$ cat config.mk
export PLATFORM = sky130hd
export DESIGN_NAME = casc_counter_stage
export DESIGN_NICKNAME = d
export VERILOG_FILES = /design/src/rtl/casc_counter_pkg.sv /design/src/rtl/casc_counter_decode.sv /design/src/rtl/casc_counter_incr.sv /design/src/rtl/casc_counter_reg.sv /design/src/rtl/casc_counter_carry.sv /design/src/rtl/casc_counter_stage.sv
export SDC_FILE = /design/constraint.sdc
export NUM_CORES = 1
export LEC_CHECK = 0
export ABC_AREA = 1
export BUFFER_PORTS_ARGS = -buffer_cell sky130_fd_sc_hd__buf_2
export CAP_MARGIN = 30
export CELL_PAD_IN_SITES_DETAIL_PLACEMENT = 0
export CELL_PAD_IN_SITES_GLOBAL_PLACEMENT = 1
export CORE_AREA = 2 2 39 41
export CTS_BUF_LIST = sky130_fd_sc_hd__clkbuf_4 sky130_fd_sc_hd__clkbuf_8 sky130_fd_sc_hd__clkbuf_16
export DETAILED_ROUTE_END_ITERATION = 7
export DIE_AREA = 0 0 41 43
export GPL_TIMING_DRIVEN = 0
export PLACE_DENSITY = 0.66
export SYNTH_ARGS = -nofsm -noshare
export SYNTH_HDL_FRONTEND = slang
export SYNTH_HIERARCHICAL = 1
export SYNTH_SLANG_ARGS = --single-unit
$ cat constraint.sdc
create_clock -name clk -period 1.22 [get_ports clk]
set_clock_uncertainty 0.1 [all_clocks]
set_input_delay 0.244 -clock clk [delete_from_list [all_inputs] [get_ports clk]]
set_output_delay 0.244 -clock clk [all_outputs]
set_load 0.01 [all_outputs]
$ cat src/rtl/casc_counter_pkg.sv
package casc_counter_pkg;

  typedef enum logic [1:0] {
    ACT_ZERO  = 2'd0,
    ACT_TAKE  = 2'd1,
    ACT_STEP  = 2'd2,
    ACT_KEEP  = 2'd3
  } stage_act_e;

  function automatic stage_act_e pick_action(
    input logic clr_n,
    input logic ld_n,
    input logic en_a,
    input logic en_b
  );
    if (!clr_n)            return ACT_ZERO;
    else if (!ld_n)        return ACT_TAKE;
    else if (en_a && en_b) return ACT_STEP;
    else                   return ACT_KEEP;
  endfunction

endpackage

$ cat src/rtl/casc_counter_decode.sv
module casc_counter_decode
  import casc_counter_pkg::*;
(
  input  logic       clear_n,
  input  logic       load_n,
  input  logic       en_local,
  input  logic       en_chain,
  output stage_act_e action
);
  always_comb begin
    action = pick_action(clear_n, load_n, en_local, en_chain);
  end
endmodule

$ cat src/rtl/casc_counter_incr.sv
module casc_counter_incr #(
  parameter int WIDTH = 4
) (
  input  logic [WIDTH-1:0] cur,
  output logic [WIDTH-1:0] nxt
);
  logic [WIDTH:0] flip;

  assign flip[0] = 1'b1;

  genvar b;
  generate
    for (b = 0; b < WIDTH; b++) begin : g_bit
      assign flip[b+1] = flip[b] & cur[b];
      assign nxt[b]    = cur[b] ^ flip[b];
    end
  endgenerate
endmodule

$ cat src/rtl/casc_counter_reg.sv
module casc_counter_reg
  import casc_counter_pkg::*;
#(
  parameter int WIDTH = 4
) (
  input  logic             clk,
  input  stage_act_e       action,
  input  logic             clear_n,
  input  logic             load_n,
  input  logic             en_local,
  input  logic             en_chain,
  input  logic [WIDTH-1:0] load_val,
  input  logic [WIDTH-1:0] step_val,
  output logic [WIDTH-1:0] state_q
);
  always_ff @(posedge clk) begin
    case (action)
      ACT_ZERO: state_q <= '0;
      ACT_TAKE: state_q <= load_val;
      ACT_STEP: state_q <= step_val;
      default:  state_q <= state_q;
    endcase
  end

  logic armed = 1'b0;
  always_ff @(posedge clk) armed <= armed | ~clear_n;


  zero_after_clear_chk: assert property (@(posedge clk) disable iff (!armed)
    !$past(clear_n) |-> state_q == '0);


  take_load_chk: assert property (@(posedge clk) disable iff (!armed)
    ($past(clear_n) && !$past(load_n)) |-> state_q == $past(load_val));


  step_by_one_chk: assert property (@(posedge clk) disable iff (!armed)
    ($past(clear_n) && $past(load_n) && $past(en_local) && $past(en_chain))
      |-> state_q == WIDTH'($past(state_q) + 1'b1));


  keep_when_idle_chk: assert property (@(posedge clk) disable iff (!armed)
    ($past(clear_n) && $past(load_n) && !($past(en_local) && $past(en_chain)))
      |-> $stable(state_q));
endmodule

$ cat src/rtl/casc_counter_carry.sv
module casc_counter_carry #(
  parameter int WIDTH = 4
) (
  input  logic [WIDTH-1:0] state_q,
  input  logic             en_chain,
  output logic             carry_out
);
  assign carry_out = en_chain & (&state_q);
endmodule

$ cat src/rtl/casc_counter_stage.sv
module casc_counter_stage
  import casc_counter_pkg::*;
#(
  parameter int WIDTH = 4
) (
  input  logic             clk,
  input  logic             clear_n,
  input  logic             load_n,
  input  logic [WIDTH-1:0] load_val,
  input  logic             en_local,
  input  logic             en_chain,
  output logic [WIDTH-1:0] count_q,
  output logic             carry_out
);
  stage_act_e       action;
  logic [WIDTH-1:0] step_val;

  casc_counter_decode u_decode (
    .clear_n (clear_n),
    .load_n  (load_n),
    .en_local(en_local),
    .en_chain(en_chain),
    .action  (action)
  );

  casc_counter_incr #(.WIDTH(WIDTH)) u_incr (
    .cur(count_q),
    .nxt(step_val)
  );

  casc_counter_reg #(.WIDTH(WIDTH)) u_reg (
    .clk     (clk),
    .action  (action),
    .clear_n (clear_n),
    .load_n  (load_n),
    .en_local(en_local),
    .en_chain(en_chain),
    .load_val(load_val),
    .step_val(step_val),
    .state_q (count_q)
  );

  casc_counter_carry #(.WIDTH(WIDTH)) u_carry (
    .state_q  (count_q),
    .en_chain (en_chain),
    .carry_out(carry_out)
  );

  logic armed = 1'b0;
  always_ff @(posedge clk) armed <= armed | ~clear_n;


  wrap_after_carry_chk: assert property (@(posedge clk) disable iff (!armed)
    ($past(carry_out) && $past(en_local) && $past(clear_n) && $past(load_n))
      |-> count_q == '0);


  clear_beats_load_chk: assert property (@(posedge clk) disable iff (!armed)
    (!$past(clear_n) && !$past(load_n)) |-> count_q == '0);
endmodule

-- Word level (Yosys, flattened, before mapping)
Index checks and enable logic that the tools add are counted.
- flip-flop bits (word level): 4
- input port bits: 9
- output and inout bits: 5
- word-level logic and storage cells: 18
- equal/unequal tests: 2
- muxes and demuxes: 4
- bitwise gates (word level): 7
- reductions and logical operators: 4
- operators with widths (cell ; number):
    $pmux 4 s3 ; 1
    $mux 2 ; 2
    $reduce_and 4->1 ; 1
    $and 1x1->1 ; 3
    $reduce_bool 3->1 ; 1
    $xor 1x1->1 ; 3
    $eq 2x1->1 const B ; 1
    $eq 2x2->1 const B ; 1
    $logic_not 2->1 ; 1
    $logic_and 1x1->1 ; 1
    $mux 1 ; 1
    $not 1->1 ; 1

-- Longest topological paths before layout
Gate-level depths: netlist of run 1.
- depth in word-level cells: 6
- depth in mapped cells: 7
- gate-level depth less buffers: 7

-- Cells and area by module
The synthesis of run 1 kept the hierarchy.
- modules (own cells, without submodules) (module ; times used ; cells an instance ; area an instance (um2)):
    casc_counter_reg ; 1 ; 22 ; 219.0
    casc_counter_incr ; 1 ; 8 ; 47.5
    casc_counter_decode ; 1 ; 5 ; 20.0
    casc_counter_carry ; 1 ; 3 ; 12.5

-- Least setup slack after synthesis of run 1
Ideal clock, no wire load.
- path kind: reg-to-reg
- start point: register u_reg.state_q[0]
- end point: register u_reg.state_q[3], data pin
- library setup time: 0.256 ns
- arrival: 1.052 ns
- data required time: 0.864 ns
- setup slack: -0.188 ns
- cell stages (with the launch flop): 7
- buffers on the path: 0
- period minus slack after synthesis: 1.408 ns
- cells stage by stage: edfxtp_1 -> ha_1 -> ha_1 -> nand2_1 -> nand2_1 -> nand2_1 -> a21oi_1
- longest elaborated chain between the ends: 4
- ends and longest elaborated chain (what ; line ; RTL):
    from (decl) ; casc_counter_reg.sv:14 ; output logic [WIDTH-1:0] state_q
    from (signal assigned) ; casc_counter_reg.sv:19 ; ACT_TAKE: state_q <= load_val;
    from (signal assigned) ; casc_counter_reg.sv:20 ; ACT_STEP: state_q <= step_val;
    from (signal assigned) ; casc_counter_reg.sv:21 ; default: state_q <= state_q;
    $and 1x1->1 (2 in a row) ; casc_counter_incr.sv:14 ; assign flip[b+1] = flip[b] & cur[b];
    $xor 1x1->1 ; casc_counter_incr.sv:15 ; assign nxt[b] = cur[b] ^ flip[b];
    via step_val[3] ; casc_counter_stage.sv:16 ; logic [WIDTH-1:0] step_val;
    $pmux 4 s3 ; casc_counter_reg.sv:17 ; case (action)
The timed path passes the listed nets, and every way through them passes these cells.
A chain may end at the register's enable or synchronous reset.

-- Worst setup path after layout of run 1
Ends and elaborated chain as after synthesis.

==> results of run 1 <==
==> kinds of logic (layout without fill, tap and decap cells) <==
kind of cell,after synthesis,in the layout,synth area share
buffers and inverters,8,28,0.100
adders and majority gates,5,5,0.209
DFF,4,4,0.402
and+or+nand+nor,17,17,0.222
AOI/OAI and AO/OA,4,4,0.0669
==> area by class of cell <==
type / instances / area, µm²
sequential: 4 / 120
clock buffer: 3 / 22.5
multi-input combinational: 26 / 191
timing repair buffer: 17 / 101
tap: 16 / 20.0
inverter: 8 / 30.0
fill: 147 / 898
==> how the worst max path moves through the flow <==
stage	start	to	slack (ps)
2_1_floorplan	u_reg/state_q[0]	u_reg/state_q[3]	-130
3_3_place_gp	u_reg/state_q[0]	u_reg/state_q[3]	-130
3_5_place_dp	load_n	u_reg/state_q[0]	-140
4_1_cts	u_reg/state_q[1]	u_reg/state_q[3]	-120
5_1_grt	u_reg/state_q[0]	u_reg/state_q[3]	-180
6_report	u_reg/state_q[0]	u_reg/state_q[3]	-130
==> placed cells by master, fill, tap and decap left out <==
master,instances
sky130_fd_sc_hd__buf_2,12
sky130_fd_sc_hd__nand2_1,11
sky130_fd_sc_hd__inv_1,8
sky130_fd_sc_hd__buf_4,4
sky130_fd_sc_hd__edfxtp_1,4
sky130_fd_sc_hd__clkbuf_4,3
sky130_fd_sc_hd__nand2_2,3
sky130_fd_sc_hd__nand3_1,2
sky130_fd_sc_hd__ha_4,2
sky130_fd_sc_hd__a21oi_2,2
sky130_fd_sc_hd__a21oi_1,2
sky130_fd_sc_hd__ha_1,2
sky130_fd_sc_hd__buf_6,1
sky130_fd_sc_hd__nor2_1,1
sky130_fd_sc_hd__ha_2,1
==> report_power, final <==
part	total, mW	internal [mW]	switching, mW	leakage (nW)
sequential	0.173	0.166	0.00701	0.0463
clock	0.160	0.110	0.0502	0.0138
combinational	0.118	0.0611	0.0567	0.177
total	0.451	0.337	0.114	0.237
==> metrics by stage <==
step / hold slack [ps] / worst slack [ps] / area, µm² / TNS [ps] / instances
after floorplan: 392 / -126 / 314 / -219 / 38
after CTS: 272 / -118 / 458 / -301 / 74
after global routing: 294 / -181 / 485 / -604 / 74
after global placement: 503 / -130 / 399 / -595 / 67
final: 276 / -134 / 485 / -291 / 74
after detailed placement: 518 / -143 / 399 / -700 / 67
==> worst reg2reg max path: stages (launching register included) <==
cell and delay [ps]:
sky130_fd_sc_hd__edfxtp_1 400, sky130_fd_sc_hd__ha_2 220, sky130_fd_sc_hd__ha_4 160, sky130_fd_sc_hd__nand2_2 50
sky130_fd_sc_hd__nand2_2 60, sky130_fd_sc_hd__nand2_2 70, sky130_fd_sc_hd__a21oi_2 40
==> metal layers <==
| metal | vias up | track usage |
|---|---|---|
| met3 | 0 | 0.0314 |
| met1 | 133 | 0.0987 |
| met4 | 0 | 0.100 |
| li1 | 159 | - |
| met5 | - | 0 |
| met2 | 8 | 0.134 |
==> timing repair <==
| item | CTS | global route |
|---|---|---|
| gates resized for setup | 1 | 7 |
| endpoints found under the setup margin | 3 | 7 |
| pin swaps | 2 | 5 |
| setup buffers | 4 | 0 |
| hold endpoints to repair | 0 | 0 |
==> metrics.txt, run 1 <==
critical hold path startpoint load_val[3]; area grow syn2layout 62.3%; number of enable flip-flop cells after synthesis 4; arrival time reported for the critical path endpoint around 1200 ps; Routed Wire Length 644 µm; CORE AREA 1380 µm²; Min-Delay Path Depth 3; cell family with the largest share of critical-path delay flip-flops; sum of met3 wire segment lengths after detailed routing ~54 µm; number of CTS-inserted buffers 3; detailed-route wire length per cell a little under 9 µm; met2 WL post-DR ~320 µm; Clock transition at path regs approximately 40 ps; terminating pin of the worst hold path u_reg/state_q[3]; share of the cycle needed by the critical path after routing 1.11; global-route wire length before repair 1050 µm; count of inserted antenna diode cells 0; Port Buf Inserts 13; Final WS setup -134 ps; clock insertion delay at the later pin of the skew report roughly 230 ps; kind of end point of the critical path register; residual DRC count 0; max reg flops 4; Design Power about 450 µW; I/O pin count 14; flop-to-flop setup slack -130 ps; floorplan die height roughly 43 µm; Max H-tree Level 1; Worst Path Required 1110 ps; total standard cell area after synthesis roughly 300 µm²; TritonCTS clock tree done; fraction of final layout cells sized beyond drive strength 1 0.483; violated checks negative setup slack; number of gates on the worst path with buffers counted 6; number of nets in the synthesized netlist between 50 and 60; unrepaired setup endpoints after global routing yes; Mean Syn Cell Area a little under 8 µm²; Longest Clk Path Bufs 2; count of buffering cells on the critical path with inverters included 0; WL met1 267 µm; FF-to-FF Start u_reg/state_q[0]; antenna violations before repair 0; largest register by flop count u_reg/state_q; FF-to-FF End u_reg/state_q[3]; Die ar. 1760 µm²; final-stage net count 74; number of distinct standard cells referenced by the synthesized netlist 7; dominant cell type by count on the critical path sky130_fd_sc_hd__nand2_2; CTS hold repair buffers 0; Yosys warnings 6; Max stage delay on crit path about 400 ps; PD cells a little over 900 nW/µm²; Synth top area share 0.402; Clock Sinks 4; Initial Utilization 0.216; post-layout utilization of the core 0.351; die boundary width just over 40 µm; Critical Path Start Type register; global router's overall resource usage 0.0950; via count of the first global-routing pass 290; registers with the most flip-flops u_reg/state_q x4; number of synthesized register bits 4; shortest clock period the worst path allows after layout approximately 1400 ps; Worst-Margin Slew about 150 ps; class of the worst hold path primary input to register; worst ir drop on vdd approximately 0.32 mV; row cnt 14; number of DRC markers after the initial detailed-route iteration 1; worst-case reg-to-reg path depth 6; cell at the root of the clock tree sky130_fd_sc_hd__clkbuf_4; total count of max-transition violations in the final report 0; fraction of the yosys area taken by sequential cells 0.402; pin count of the biggest net entering global routing 5; vias after detailed routing 300; cell types with the largest area share after synthesis sky130_fd_sc_hd__edfxtp_1, sky130_fd_sc_hd__ha_1, sky130_fd_sc_hd__nand2_1, sky130_fd_sc_hd__inv_1, sky130_fd_sc_hd__a21oi_1; Cells after Synth 38; crit path max fanout 3; number of optimization iterations in the first detailed-route pass 4; Primary FF master, synth sky130_fd_sc_hd__edfxtp_1; Achievable Freq ~0.74 GHz; crit-path cells ha_2, ha_4, nand2_2, nand2_2, nand2_2, a21oi_2; status finished, violations left; DP HPWL 477 µm; CP max stage cell sky130_fd_sc_hd__edfxtp_1; final count of negative-setup-slack endpoints 6; static leakage roughly 0.24 nW; GR Overflow Total 0; final weighted congestion in routability-driven placement ~0.72; max-cap check violation count 0; worst setup path category register to register; most numerous cell types in the synthesized netlist sky130_fd_sc_hd__nand2_1, sky130_fd_sc_hd__inv_1, sky130_fd_sc_hd__ha_1, sky130_fd_sc_hd__a21oi_1, sky130_fd_sc_hd__edfxtp_1; count of antenna-violating nets left after detailed routing 0; highest routed metal layer met3; largest area contributor in the synthesized netlist sky130_fd_sc_hd__edfxtp_1; relative max-transition margin 0.899; proportion of register bits with asynchronous set or reset after synthesis 0; most frequent cell after synthesis sky130_fd_sc_hd__nand2_1; total count of hold-check failures in the final report 0; Vias per Instance between 4 and 5
Note: power is estimated with default switching activity, not from simulation.
==> inputs of run 2 (changes only) <==
- PLACE_DENSITY: 0.66 -> 0.64
- clock period: 1.22 -> 1.4 ns (I/O delays scaled with it)
==> metrics.txt, run 2 (synthesis results as in run 1) <==
total of cells resized after clock tree synthesis 0 (-1); Worst Path Required 1280 ps (+170 ps); dominant cell type by count on the critical path sky130_fd_sc_hd__nand2_1; vias after detailed routing 267 (-11%); shortest clock period the worst path allows after layout 1350 ps (-2.55 ps); total count of hold-check failures in the final report 0 (unchanged); final count of negative-setup-slack endpoints 0 (-6); floorplan die height 43 µm (unchanged); Port Buf Inserts 13 (unchanged); I/O pin count 14 (unchanged); global-route wire length before repair 703 µm (-33%); pin count of the biggest net entering global routing 5 (unchanged); count of antenna-violating nets left after detailed routing 0 (unchanged); die boundary width 41 µm (unchanged); registers with the most flip-flops u_reg/state_q x4; total count of max-transition violations in the final report 0 (unchanged); arrival time reported for the critical path endpoint 1240 ps (about the same); Max stage delay on crit path 410 ps (about the same); Worst-Margin Slew 165 ps (+14.7 ps); row cnt 14 (unchanged); share of the cycle needed by the critical path after routing 0.965 (-0.144); number of gates on the worst path with buffers counted 6 (unchanged); Critical Path Start Type register; Initial Utilization 0.216 (unchanged); unrepaired setup endpoints after global routing yes; count of inserted antenna diode cells 0 (unchanged); kind of end point of the critical path register; most frequent cells in the layout sky130_fd_sc_hd__buf_2, sky130_fd_sc_hd__nand2_1, sky130_fd_sc_hd__inv_1; critical hold path startpoint load_val[0]; CTS hold repair buffers 0 (unchanged); Achievable Freq 0.740 GHz (+0.19%); number of CTS-inserted buffers 3 (unchanged); crit path max fanout 4 (+1); worst-case reg-to-reg path depth 6 (unchanged); class of the worst hold path primary input to register; Routed Wire Length 539 µm (-16%); TritonCTS clock tree done; clock insertion delay at the later pin of the skew report 240 ps (about the same); largest register by flop count u_reg/state_q; Design Power 364 µW (-19%); Clock transition at path regs 40 ps (about the same); via count of the first global-routing pass 208 (-28%); status complete, no violations; max reg flops 4 (unchanged); cell family with the largest share of critical-path delay flip-flops; Min-Delay Path Depth 3 (unchanged); static leakage 0.215 nW (-9.4%); final-stage net count 70 (-5.4%); CP max stage cell sky130_fd_sc_hd__edfxtp_1; Die ar. 1760 µm² (unchanged); relative max-transition margin 0.890 (-0.00972); final weighted congestion in routability-driven placement 0.732 (+2.2%); cell at the root of the clock tree sky130_fd_sc_hd__clkbuf_4; fraction of final layout cells sized beyond drive strength 1 0.352 (-0.131); setup repair bufs after CTS 0 (-4); Clock Sinks 4 (unchanged); PD cells 858 nW/µm² (-7.5%); GR Overflow Total 0 (unchanged); number of DRC markers after the initial detailed-route iteration 1 (unchanged); global router's overall resource usage 0.0667 (-0.0283); final sum of negative setup slack 0 ps (+291 ps); DP HPWL 434 µm (-8.9%); CORE AREA 1380 µm² (unchanged); FF-to-FF Start u_reg/state_q[0]; residual DRC count 0 (unchanged); crit path from u_reg/state_q[0]; worst setup path category register to register; number of optimization iterations in the first detailed-route pass 2 (-2); worst ir drop on vdd 0.224 mV (-31%); area grow syn2layout 41.8%; crit-path cells ha_2, ha_4, nand2_2, nand2_1, nand2_1, a21oi_1; max-cap check violation count 0 (unchanged); detailed-route wire length per cell 7.70 µm (-12%); Vias per Instance 3.81 (-5.9%); Longest Clk Path Bufs 2 (unchanged); antenna violations before repair 0 (unchanged); count of buffering cells on the critical path with inverters included 0 (unchanged); Max H-tree Level 1 (unchanged)
==> run 2: stage by stage <==
stage	utilization	hold WS, ps	instances	area, µm²	setup slack [ps]
2_1_floorplan	-	428	38	302	10.4
3_3_place_gp	0.279	534	67	387	2.35
3_5_place_dp	0.279	532	67	387	10.2
4_1_cts	0.296	286	70	409	10.1
5_1_grt	0.307	300	70	424	-0.937
6_report	0.307	291	70	424	49.0
==> run 2: area by class of cell <==
cell class              count  area [µm²]
fillers                   164         960
repair buffers             13        65.1
well taps                  16        20.0
multi-input cells          26         166
inverters                   8        30.0
flip-flops and latches      4         120
clock buffers               3        22.5
==> run 2: final timing paths <==
path	to	slack, ps
setup / recovery	u_reg/state_q[3]	50
hold / removal	u_reg/state_q[0]	290
setup reg to reg	u_reg/state_q[3]	50
hold reg to reg	u_reg/state_q[0]	620
==> run 2: tightest hold or removal path, stage by stage <==
cell and delay, ps:
sky130_fd_sc_hd__buf_2 80, sky130_fd_sc_hd__nand2_1 50, sky130_fd_sc_hd__a21oi_1 110
==> run 2: power by group <==
group	total, mW	internal [mW]	switching (mW)	leakage (nW)
logic	0.0658	0.0304	0.0354	0.154
registers	0.154	0.145	0.00963	0.0463
clock network	0.144	0.0959	0.0479	0.0138
==> run 2: metal layers <==
| metal | vias to the layer above | track usage | share of wire |
|---|---|---|---|
| met5 | - | 0 | 0 |
| met4 | 0 | 0.100 | 0.039 |
| met3 | 2 | 0.0314 | 0.083 |
| met2 | 11 | 0.0750 | 0.42 |
| met1 | 102 | 0.0691 | 0.45 |
| li1 | 152 | - | - |
==> inputs of run 3 (changes only) <==
- PLACE_DENSITY: 0.64 -> 0.61
==> metrics.txt, run 3 (synthesis results as in run 1) <==
final count of negative-setup-slack endpoints 0 (unchanged); count of antenna-violating nets left after detailed routing 0 (unchanged); worst setup path category register to register; shortest clock period the worst path allows after layout 1340 ps (-8.44 ps); Die ar. 1760 µm² (unchanged); I/O pin count 14 (unchanged); max-cap check violation count 0 (unchanged); DP HPWL 446 µm (+2.6%); worst-case reg-to-reg path depth 6 (unchanged); footprint of the multi-input gates 169 µm² (+1.5%); final-stage net count 71 (+1.4%); registers with the most flip-flops u_reg/state_q x4; status complete, no violations; Critical Path Start Type register; vias after detailed routing 278 (+4.1%); flop-to-flop setup slack 60 ps (about the same); residual DRC count 0 (unchanged); area of all sequential standard cells 120 µm² (unchanged); placed cell area 387 µm² (unchanged); global-route wire length before repair 890 µm (+27%); critical hold path startpoint load_val[0]; antenna violations before repair 0 (unchanged); leading cell type in the layout, fill and taps excluded sky130_fd_sc_hd__buf_2; row cnt 14 (unchanged); number of DRC markers after the initial detailed-route iteration 12 (+11); Clock transition at path regs 30 ps (about the same); via count of the first global-routing pass 243 (+17%); crit path max fanout 3 (-1); # fillers 160 (-2.4%); fraction of final layout cells sized beyond drive strength 1 0.382 (+0.0300); static leakage 0.219 nW (+2.3%); total count of max-transition violations in the final report 0 (unchanged); class of the worst hold path primary input to register; relative max-transition margin 0.892 (+0.00236); worst ir drop on vdd 0.266 mV (+19%); Initial Utilization 0.216 (unchanged); Clock Sinks 4 (unchanged); number of optimization iterations in the first detailed-route pass 4 (+2); Worst-Margin Slew 162 ps (-3.55 ps); share of the cycle needed by the critical path after routing 0.959 (-0.00603); GR Overflow Total 0 (unchanged); Longest Clk Path Bufs 2 (unchanged); Routed Wire Length 550 µm (+2.0%); total count of hold-check failures in the final report 0 (unchanged); die boundary width 41 µm (unchanged); Achievable Freq 0.745 GHz (+0.63%); Placed Cells incl. Taps 67 (unchanged); detailed-route wire length per cell 7.75 µm (+0.60%); TritonCTS clock tree done; clock insertion delay at the later pin of the skew report 230 ps (about the same); most frequent cells in the layout sky130_fd_sc_hd__buf_2, sky130_fd_sc_hd__nand2_1, sky130_fd_sc_hd__inv_1; post-layout utilization of the core 0.314 (+0.00723); count of inserted antenna diode cells 0 (unchanged); max reg flops 4 (unchanged); cell at the root of the clock tree sky130_fd_sc_hd__clkbuf_4; Worst Path Required 1280 ps (about the same); terminating pin of the worst hold path u_reg/state_q[0]; largest register by flop count u_reg/state_q; global router's overall resource usage 0.0809 (+0.0142); Port Buf Inserts 13 (unchanged); Min-Delay Path Depth 3 (unchanged); post-layout instance count excluding filler cells 71 (+1.4%); Vias per Instance 3.92 (+2.7%); area grow syn2layout 45.2%; pin count of the biggest net entering global routing 5 (unchanged); unrepaired setup endpoints after global routing yes; CORE AREA 1380 µm² (unchanged); FF-to-FF Start u_reg/state_q[1]; floorplan die height 43 µm (unchanged); number of CTS-inserted buffers 3 (unchanged); Max H-tree Level 1 (unchanged); arrival time reported for the critical path endpoint 1220 ps (-20 ps); kind of end point of the critical path register; FF-to-FF End u_reg/state_q[3]; cell area after layout 434 µm² (+2.4%); final weighted congestion in routability-driven placement 0.709 (-3.2%); PD cells 835 nW/µm² (-2.7%); final sum of negative setup slack 0 ps (unchanged)
run 3: layout make-up:
class	instances	share of cell area
Clock buffer	3	0.0519
Inverter	8	0.0692
Multi-Input combinational cell	26	0.389
Sequential cell	4	0.277
Tap cell	16	0.0461
Timing Repair Buffer	14	0.167
run 3: what timing repair did:
item,in CTS,in global routing
hold endpoints to repair,0,0
gates resized for setup,0,4
setup buffers,0,1
setup endpoints to repair,0,2
hold buffers,0,0
run 3: per-layer routing:
layer  up-vias  global-route usage  share of wire
li1        153                   -              -
met1       114              0.0888           0.45
met2        11               0.100           0.47
met3         0              0.0314          0.071
met4         0               0.100              0
met5         -                   0              0
run 3: per-stage QoR:
step | total power, mW | hold slack, ps | setup WS (ps)
floorplan | 0.191 | 428 | 10.4
global placement | 0.220 | 536 | 1.84
detailed placement | 0.220 | 532 | 6.38
CTS | 0.361 | 292 | 10.2
global route | 0.388 | 301 | -9.65
finish | 0.363 | 293 | 57.4
run 3: critical path, cell delays in order (launching register included):
cell                       delay, ps
sky130_fd_sc_hd__edfxtp_1        400
sky130_fd_sc_hd__ha_2            220
sky130_fd_sc_hd__ha_4            160
sky130_fd_sc_hd__nand2_2          60
sky130_fd_sc_hd__nand2_2          40
sky130_fd_sc_hd__nand2_1          60
sky130_fd_sc_hd__a21oi_1          50
run 3: how the worst max path moves through the flow:
stage                                start          endpoint  slack [ps]
after floorplan           u_reg/state_q[0]  u_reg/state_q[3]          10
after global placement              load_n  u_reg/state_q[1]           2
after detailed placement            load_n  u_reg/state_q[1]           6
after CTS                 u_reg/state_q[0]  u_reg/state_q[3]          10
after global routing      u_reg/state_q[1]  u_reg/state_q[3]         -10
final                     u_reg/state_q[1]  u_reg/state_q[3]          60
run 3: where the power goes:
part / internal (mW) / switching (mW) / total (mW) / leakage (nW)
Sequential: 0.145 / 0.00895 / 0.154 / 0.0463
Combinational: 0.0342 / 0.0370 / 0.0712 / 0.159
Clock: 0.0955 / 0.0420 / 0.138 / 0.0138
